## src/rtl/drs_pkg.sv

```systemverilog
package drs_pkg;

  typedef enum logic [2:0] {
    ST_PWRUP,
    ST_IDLE,
    ST_SETUP,
    ST_ACT,
    ST_RECOV
  } seq_state_e;

  // microseconds to clock cycles, rounded up so waits are never short
  function automatic int us_to_cycles(input int us, input int clk_khz);
    return (us * clk_khz + 999) / 1000;
  endfunction

  // spacing of refresh ticks, rounded down so every row is met in time
  function automatic int tick_spacing(input int retain_cyc, input int rows);
    return retain_cyc / rows;
  endfunction

  // width of a counter that must hold the value n
  function automatic int width_for(input int n);
    return (n < 2) ? 1 : $clog2(n + 1);
  endfunction

endpackage

```

## src/rtl/drs_tick_gen.sv

```systemverilog
module drs_tick_gen
  import drs_pkg::*;
#(
  parameter int TICK_CYC = 64,
  parameter int PEND_MAX = 8,
  parameter int PEND_W   = width_for(PEND_MAX)
) (
  input  logic              clk,
  input  logic              rst_n,
  input  logic              en,
  input  logic              consume,
  output logic              tick,
  output logic [PEND_W-1:0] pend,
  output logic              pending
);
  localparam int TW = width_for(TICK_CYC);
  localparam logic [TW-1:0]     TICK_LAST = TW'(TICK_CYC - 1);
  localparam logic [PEND_W-1:0] PEND_TOP  = PEND_W'(PEND_MAX);

  logic [TW-1:0] tick_cnt_q;

  always_comb begin
    tick    = en && (tick_cnt_q == TICK_LAST);
    pending = (pend != '0);
  end

  always_ff @(posedge clk) begin
    if (!rst_n) begin
      tick_cnt_q <= '0;
    end else if (en) begin
      tick_cnt_q <= tick ? '0 : tick_cnt_q + 1'b1;
    end
  end

  always_ff @(posedge clk) begin
    if (!rst_n) begin
      pend <= '0;
    end else begin
      unique case ({tick, consume})
        2'b10:   if (pend != PEND_TOP) pend <= pend + 1'b1;
        2'b01:   pend <= pend - 1'b1;
        default: pend <= pend;
      endcase
    end
  end

endmodule

```

## src/rtl/drs_row_ctr.sv

```systemverilog
module drs_row_ctr #(
  parameter int ROW_W = 9
) (
  input  logic             clk,
  input  logic             rst_n,
  input  logic             adv,
  output logic [ROW_W-1:0] row
);
  always_ff @(posedge clk) begin
    if (!rst_n) row <= '0;
    else if (adv) row <= row + 1'b1;
  end
endmodule

```

## src/rtl/drs_strobe_fsm.sv

```systemverilog
module drs_strobe_fsm
  import drs_pkg::*;
#(
  parameter int PWRUP_CYC = 20000,
  parameter int INIT_CYC  = 8,
  parameter int T_CSR     = 2,
  parameter int T_CHR     = 2,
  parameter int T_RAS     = 5,
  parameter int T_RP      = 3
) (
  input  logic clk,
  input  logic rst_n,
  input  logic mode_ras_only,
  input  logic pending,
  input  logic ref_gnt,
  output logic ras_n,
  output logic cas_n,
  output logic drive_row,
  output logic cyc_start,
  output logic row_adv,
  output logic cyc_rasonly,
  output logic init_done,
  output logic busy,
  output logic ref_req
);
  localparam int CNT_W  = width_for(PWRUP_CYC + T_CSR + T_RAS + T_RP);
  localparam int INIT_W = width_for(INIT_CYC);
  localparam logic [CNT_W-1:0]  LD_PWR   = CNT_W'(PWRUP_CYC - 1);
  localparam logic [CNT_W-1:0]  LD_SET   = CNT_W'(T_CSR - 1);
  localparam logic [CNT_W-1:0]  LD_ACT   = CNT_W'(T_RAS - 1);
  localparam logic [CNT_W-1:0]  LD_RP    = CNT_W'(T_RP - 1);
  localparam logic [CNT_W-1:0]  CAS_EDGE = CNT_W'(T_RAS - T_CHR);
  localparam logic [INIT_W-1:0] INIT_TOP = INIT_W'(INIT_CYC - 1);

  seq_state_e        state_q;
  logic [CNT_W-1:0]  cnt_q;
  logic [INIT_W-1:0] init_cnt_q;
  logic              done_q;
  logic              mode_q;
  logic              phase_end;
  logic              last_init;

  always_comb begin
    phase_end   = (cnt_q == '0);
    last_init   = (init_cnt_q == INIT_TOP);
    ref_req     = done_q && (state_q == ST_IDLE) && pending;
    cyc_start   = ((state_q == ST_PWRUP) && phase_end)
               || (ref_req && ref_gnt)
               || ((state_q == ST_RECOV) && phase_end && !done_q && !last_init);
    row_adv     = (state_q == ST_ACT) && phase_end && mode_q;
    ras_n       = (state_q != ST_ACT);
    cas_n       = !(!mode_q && ((state_q == ST_SETUP) ||
                                ((state_q == ST_ACT) && (cnt_q >= CAS_EDGE))));
    drive_row   = mode_q && ((state_q == ST_SETUP) || (state_q == ST_ACT));
    busy        = !done_q || (state_q != ST_IDLE);
    init_done   = done_q;
    cyc_rasonly = mode_q;
  end

  always_ff @(posedge clk) begin
    if (!rst_n) begin
      state_q    <= ST_PWRUP;
      cnt_q      <= LD_PWR;
      init_cnt_q <= '0;
      done_q     <= 1'b0;
      mode_q     <= 1'b0;
    end else begin
      if (cyc_start) mode_q <= mode_ras_only;
      unique case (state_q)
        ST_PWRUP: begin
          if (phase_end) begin
            state_q <= ST_SETUP;
            cnt_q   <= LD_SET;
          end else begin
            cnt_q <= cnt_q - 1'b1;
          end
        end
        ST_IDLE: begin
          if (cyc_start) begin
            state_q <= ST_SETUP;
            cnt_q   <= LD_SET;
          end
        end
        ST_SETUP: begin
          if (phase_end) begin
            state_q <= ST_ACT;
            cnt_q   <= LD_ACT;
          end else begin
            cnt_q <= cnt_q - 1'b1;
          end
        end
        ST_ACT: begin
          if (phase_end) begin
            state_q <= ST_RECOV;
            cnt_q   <= LD_RP;
          end else begin
            cnt_q <= cnt_q - 1'b1;
          end
        end
        ST_RECOV: begin
          if (!phase_end) begin
            cnt_q <= cnt_q - 1'b1;
          end else if (done_q) begin
            state_q <= ST_IDLE;
          end else if (last_init) begin
            done_q  <= 1'b1;
            state_q <= ST_IDLE;
          end else begin
            init_cnt_q <= init_cnt_q + 1'b1;
            state_q    <= ST_SETUP;
            cnt_q      <= LD_SET;
          end
        end
        default: state_q <= ST_IDLE;
      endcase
    end
  end

endmodule

```

## src/rtl/dram_refresh_seq.sv

```systemverilog
module dram_refresh_seq
  import drs_pkg::*;
#(
  parameter int CLK_KHZ   = 100000,
  parameter int PWRUP_US  = 200,
  parameter int RETAIN_US = 8000,
  parameter int ROW_W     = 9,
  parameter int INIT_CYC  = 8,
  parameter int T_CSR     = 2,
  parameter int T_CHR     = 2,
  parameter int T_RAS     = 5,
  parameter int T_RP      = 3,
  parameter int PEND_MAX  = 8
) (
  input  logic             clk,
  input  logic             rst_n,
  input  logic             mode_ras_only,
  input  logic             ref_gnt,
  output logic             ref_req,
  output logic             ras_n,
  output logic             cas_n,
  output logic [ROW_W-1:0] addr,
  output logic             busy,
  output logic             init_done
);
  localparam int ROWS       = 1 << ROW_W;
  localparam int PWRUP_CYC  = us_to_cycles(PWRUP_US, CLK_KHZ);
  localparam int RETAIN_CYC = us_to_cycles(RETAIN_US, CLK_KHZ);
  localparam int TICK_CYC   = tick_spacing(RETAIN_CYC, ROWS);
  localparam int PEND_W     = width_for(PEND_MAX);

  // named internal events, also observed by the bound checker
  logic              tick;
  logic [PEND_W-1:0] pend_cnt;
  logic              pending;
  logic              cyc_start;
  logic              row_adv;
  logic              cyc_rasonly;
  logic              drive_row;
  logic [ROW_W-1:0]  row_q;

  drs_tick_gen #(
    .TICK_CYC (TICK_CYC),
    .PEND_MAX (PEND_MAX),
    .PEND_W   (PEND_W)
  ) u_tick (
    .clk     (clk),
    .rst_n   (rst_n),
    .en      (init_done),
    .consume (cyc_start && init_done),
    .tick    (tick),
    .pend    (pend_cnt),
    .pending (pending)
  );

  drs_row_ctr #(
    .ROW_W (ROW_W)
  ) u_row (
    .clk   (clk),
    .rst_n (rst_n),
    .adv   (row_adv),
    .row   (row_q)
  );

  drs_strobe_fsm #(
    .PWRUP_CYC (PWRUP_CYC),
    .INIT_CYC  (INIT_CYC),
    .T_CSR     (T_CSR),
    .T_CHR     (T_CHR),
    .T_RAS     (T_RAS),
    .T_RP      (T_RP)
  ) u_fsm (
    .clk           (clk),
    .rst_n         (rst_n),
    .mode_ras_only (mode_ras_only),
    .pending       (pending),
    .ref_gnt       (ref_gnt),
    .ras_n         (ras_n),
    .cas_n         (cas_n),
    .drive_row     (drive_row),
    .cyc_start     (cyc_start),
    .row_adv       (row_adv),
    .cyc_rasonly   (cyc_rasonly),
    .init_done     (init_done),
    .busy          (busy),
    .ref_req       (ref_req)
  );

  assign addr = drive_row ? row_q : '0;

endmodule

```

## config.mk

```make
export PLATFORM = sky130hd
export DESIGN_NAME = dram_refresh_seq
export DESIGN_NICKNAME = d
export VERILOG_FILES = /design/src/rtl/drs_pkg.sv /design/src/rtl/drs_tick_gen.sv /design/src/rtl/drs_row_ctr.sv /design/src/rtl/drs_strobe_fsm.sv /design/src/rtl/dram_refresh_seq.sv
export SDC_FILE = /design/constraint.sdc
export NUM_CORES = 1
export LEC_CHECK = 0
export ABC_AREA = 1
export ABC_CLOCK_PERIOD_IN_PS = 3400
export BUFFER_PORTS_ARGS = -buffer_cell sky130_fd_sc_hd__buf_4
export CORE_MARGIN = 2
export CORE_UTILIZATION = 60
export CTS_CLUSTER_SIZE = 20
export DETAILED_ROUTE_END_ITERATION = 12
export GPL_ROUTABILITY_DRIVEN = 0
export PLACE_DENSITY = 0.8
export REMOVE_ABC_BUFFERS = 1
export SYNTH_ARGS = -nofsm -noshare
export SYNTH_HDL_FRONTEND = slang
export SYNTH_SLANG_ARGS = --single-unit
```

## constraint.sdc

```tcl
create_clock -name clk -period 3.4 [get_ports clk]
set_clock_uncertainty 0.05 [all_clocks]
set_input_delay 0.17 -clock clk [delete_from_list [all_inputs] [get_ports clk]]
set_output_delay 0.17 -clock clk [all_outputs]
set_load 0.05 [all_outputs]
```

==> summary.md <==
| Metric | Value |
|---|---|
| TritonCTS clock tree | done |
| Hold violation total from the final report | 0 |
| Max-cap violations | 0 |
| Per-cell routed wire length | 12.1 um |
| Peak fanout along the critical path | 16 |
| Global router's overall resource usage | 23.0% |
| Maximum number of pins on one net before global-route repair | 30 |
| Clock transition at the registers of the reported paths | 90 ps |
| Wire length of the first global-routing pass | 11400 um |
| FF+latch count, synth | 48 |
| Hold Crit Class | in -> reg |
| Gates resized, CTS repair | 0 |
| Slew of the pin with the lowest slew margin | 578 ps |
| Netlist Area Pre-Place | 3100 sq um |
| Number of cells produced by synthesis | 439 |
| Combined buffer and inverter count along the critical path | 1 |
| Commonest cells after routing, fill and taps aside | sky130_fd_sc_hd__nand2_1 (72), sky130_fd_sc_hd__inv_1 (63), sky130_fd_sc_hd__nor2_1 (52), sky130_fd_sc_hd__dfxtp_1 (48), sky130_fd_sc_hd__nand3_1 (33) |
| Achievable frequency | 0.380 GHz |
| Vertical die dimension | 75.9 um |
| CTS H-tree lvls | 2 |
| Fraction of registers with async set or reset after synthesis | 0% |
| Number of buffers added for setup after CTS | 0 |
| Hold Buf Count CTS | 0 |
| Root Buffer | sky130_fd_sc_hd__clkbuf_8 |
| CP Class | reg -> reg |
| GRT overflow | 0 |
| Growth of design area from synthesis to finish | 6.82% |
| Syn Area/Cell | 7.07 sq um |
| Result of the run | completed |
| Horizontal die dimension | 75.9 um |
| Most frequent CP cell | sky130_fd_sc_hd__nand2_1 |
| Endpoint required time on the critical path | 3550 ps |
| Via Count | 2796 |
| Final hold slack | 76.2 ps |
| Fraction of the yosys area taken by sequential cells | 31.0% |
| Tot Pwr | 1.62 mW |
| Count of final setup violators | 0 |
| Shortest period the worst path allows | 2630 ps |
| Layout net count | 464 |
| Unrepaired setup endpoints after global routing | no |
| Initial antenna violation count | 0 |
| Number of synthesized flops with an enable pin | 0 |
| Core outline area | 5040 sq um |
| Flip-flop and latch area | 961 sq um |
| Number of clock sinks seen by CTS | 48 |
| Predominant post-synthesis flop cell | sky130_fd_sc_hd__dfxtp_1 |
| Number of antenna-violating nets in the routed design | 0 |
| Number of global-route vias before repair | 2590 |
| Peak supply drop | 0.000269 V |
| Drc violations | 0 |
| Proportion of layout cells with a drive suffix above 1 | 15.6% |
| Multi-input logic area | 1800 sq um |
| IO Pins | 18 |
| Startpoint class of the critical path | flop |
| Number of max-slew violations in the final report | 0 |
| CP peak stage delay | 680 ps |
| Final clock period utilization by the worst path | 77.4% |
| Critical-path top delay cell | sky130_fd_sc_hd__dfxtp_1 |
| DRT iter0 DRCs | 172 |
| Total negative slack for setup checks | 0 ps |
| Full die area | 5760 sq um |
| Number of inserted diodes | 0 |
| Worst endpoint data arrival time | 2780 ps |
| Aggregate routed wire length | 6310 um |
| Yosys warning total | 0 |
| Placed Area | 3240 sq um |
| Power Dens Cells | 488 nW/um^2 |
| Total clock buffers created by CTS | 5 |
| Post-synthesis cell type count | 41 |
| Floorplan row count | 26 |
| Total non-filler cell area in the finished layout | 3310 sq um |
| Skew-Pair Late Insertion Delay | 300 ps |
| Total leakage power | 1.42 nW |
| Half-perimeter wire length after placement | 4650 um |
| Critical Path, Cell by Cell | nand2_1 > nor2_1 > nand3_1 > a21oi_1 > nand2_1 > inv_1 > ha_1 > nand2_1 > nand2_1 > a31oi_1 > o21ai_0 > a21oi_1 > nor2_1 |
| Family of cells with the greatest summed delay on the critical path | simple AND/OR/NAND/NOR gates |
| Detailed-router iteration count before antenna repair | 4 |
| Buffers on Ports | 17 |
| Avg Vias per Cell | 5.38 |
| Starting density of the core | 61.5% |
| Endpoint kind of the worst setup timing path | flop |
| Deepest clock path buffer count | 2 |
| Final-layout fill cell count | 453 |
| Relative slew slack | 61.4% |
| Commonest non-fill, non-tap cell in the layout | sky130_fd_sc_hd__nand2_1 |
stage by stage:
step           utilization (%)  setup slack [ps]  cells
2_1_floorplan                -               970    426
3_3_place_gp              64.2               934    513
3_5_place_dp              64.2               817    513
4_1_cts                   65.7               809    520
5_1_grt                   65.7               533    520
6_report                  65.7               769    520
power breakdown:
group          total [mW]  leakage, nW  internal [mW]  switching, mW
Clock               0.324       0.0410          0.140          0.184
Sequential          0.707        0.389          0.619         0.0872
Combinational       0.587        0.986          0.196          0.391
Total                1.62         1.42          0.955          0.662
worst min-delay path, delay by kind of cell:
kind	cells	cell delay (ps)
simple gates	1	50
compound gates	1	50
buf+inv	1	110
per-layer routing:
metal | vias up | share of wire, % | GRT usage, %
li1 | 1470 | - | -
met1 | 1276 | 47 | 29.4
met2 | 48 | 48 | 41.6
met3 | 2 | 4.3 | 3.57
met4 | 0 | 0.25 | 3.82
met5 | - | 0 | 0
cells by family after synthesis:
group,count (synthesis),share of synthesized area [%]
AOI/OAI and AO/OA,77,16.1
xor gates and xnor gates,6,1.69
adders and majority gates,10,4.28
DFF,48,31.0
and+or+nand+nor,219,36.1
buffers and inverters,79,10.9
area by class of cell:
type	count	area share (%)
multi-input cells	312	54.5
flip-flops and latches	48	29.0
inverters	66	7.70
repair buffers	17	3.85
well taps	70	2.64
clock buffers	6	2.19
clock inverters	1	0.151
state kept, by name, indices dropped and copies added (netlist names):
signal             flops
u_tick.pend            4
u_fsm.cyc_rasonly      1
u_row.row              9
u_tick.tick_cnt_q     11
u_fsm.init_cnt_q       4
u_fsm.init_done        1
u_fsm.state_q          3
u_fsm.cnt_q           15
worst paths after layout:
| path | start | endpoint | slack [ps] | depth (start not counted) |
|---|---|---|---|---|
| setup / recovery | u_fsm.state_q[0] | u_tick.pend[3] | 770 | 13 |
| hold / removal | mode_ras_only | u_fsm.cyc_rasonly | 80 | 3 |
| setup reg to reg | u_fsm.state_q[0] | u_tick.pend[3] | 770 | 13 |
| hold reg to reg | u_row.row[8] | u_row.row[8] | 430 | 2 |
synth_stat cells (4+ instances only):
library cell,n,area share (%)
sky130_fd_sc_hd__a21oi_1,20,3.2
sky130_fd_sc_hd__a21oi_2,4,1.1
sky130_fd_sc_hd__a31oi_1,13,2.6
sky130_fd_sc_hd__clkbuf_1,7,0.85
sky130_fd_sc_hd__dfxtp_1,48,31
sky130_fd_sc_hd__ha_1,9,3.6
sky130_fd_sc_hd__inv_1,63,7.6
sky130_fd_sc_hd__nand2_1,72,8.7
sky130_fd_sc_hd__nand2_2,9,1.8
sky130_fd_sc_hd__nand3_1,33,5.3
sky130_fd_sc_hd__nand4_1,9,1.8
sky130_fd_sc_hd__nor2_1,52,6.3
sky130_fd_sc_hd__nor2_2,5,1.0
sky130_fd_sc_hd__nor2_4,8,2.9
sky130_fd_sc_hd__nor3_1,18,2.9
sky130_fd_sc_hd__o211ai_2,8,3.2
sky130_fd_sc_hd__o21ai_0,22,3.5
sky130_fd_sc_hd__xor2_1,6,1.7
Power figures use the tool's default switching activity.
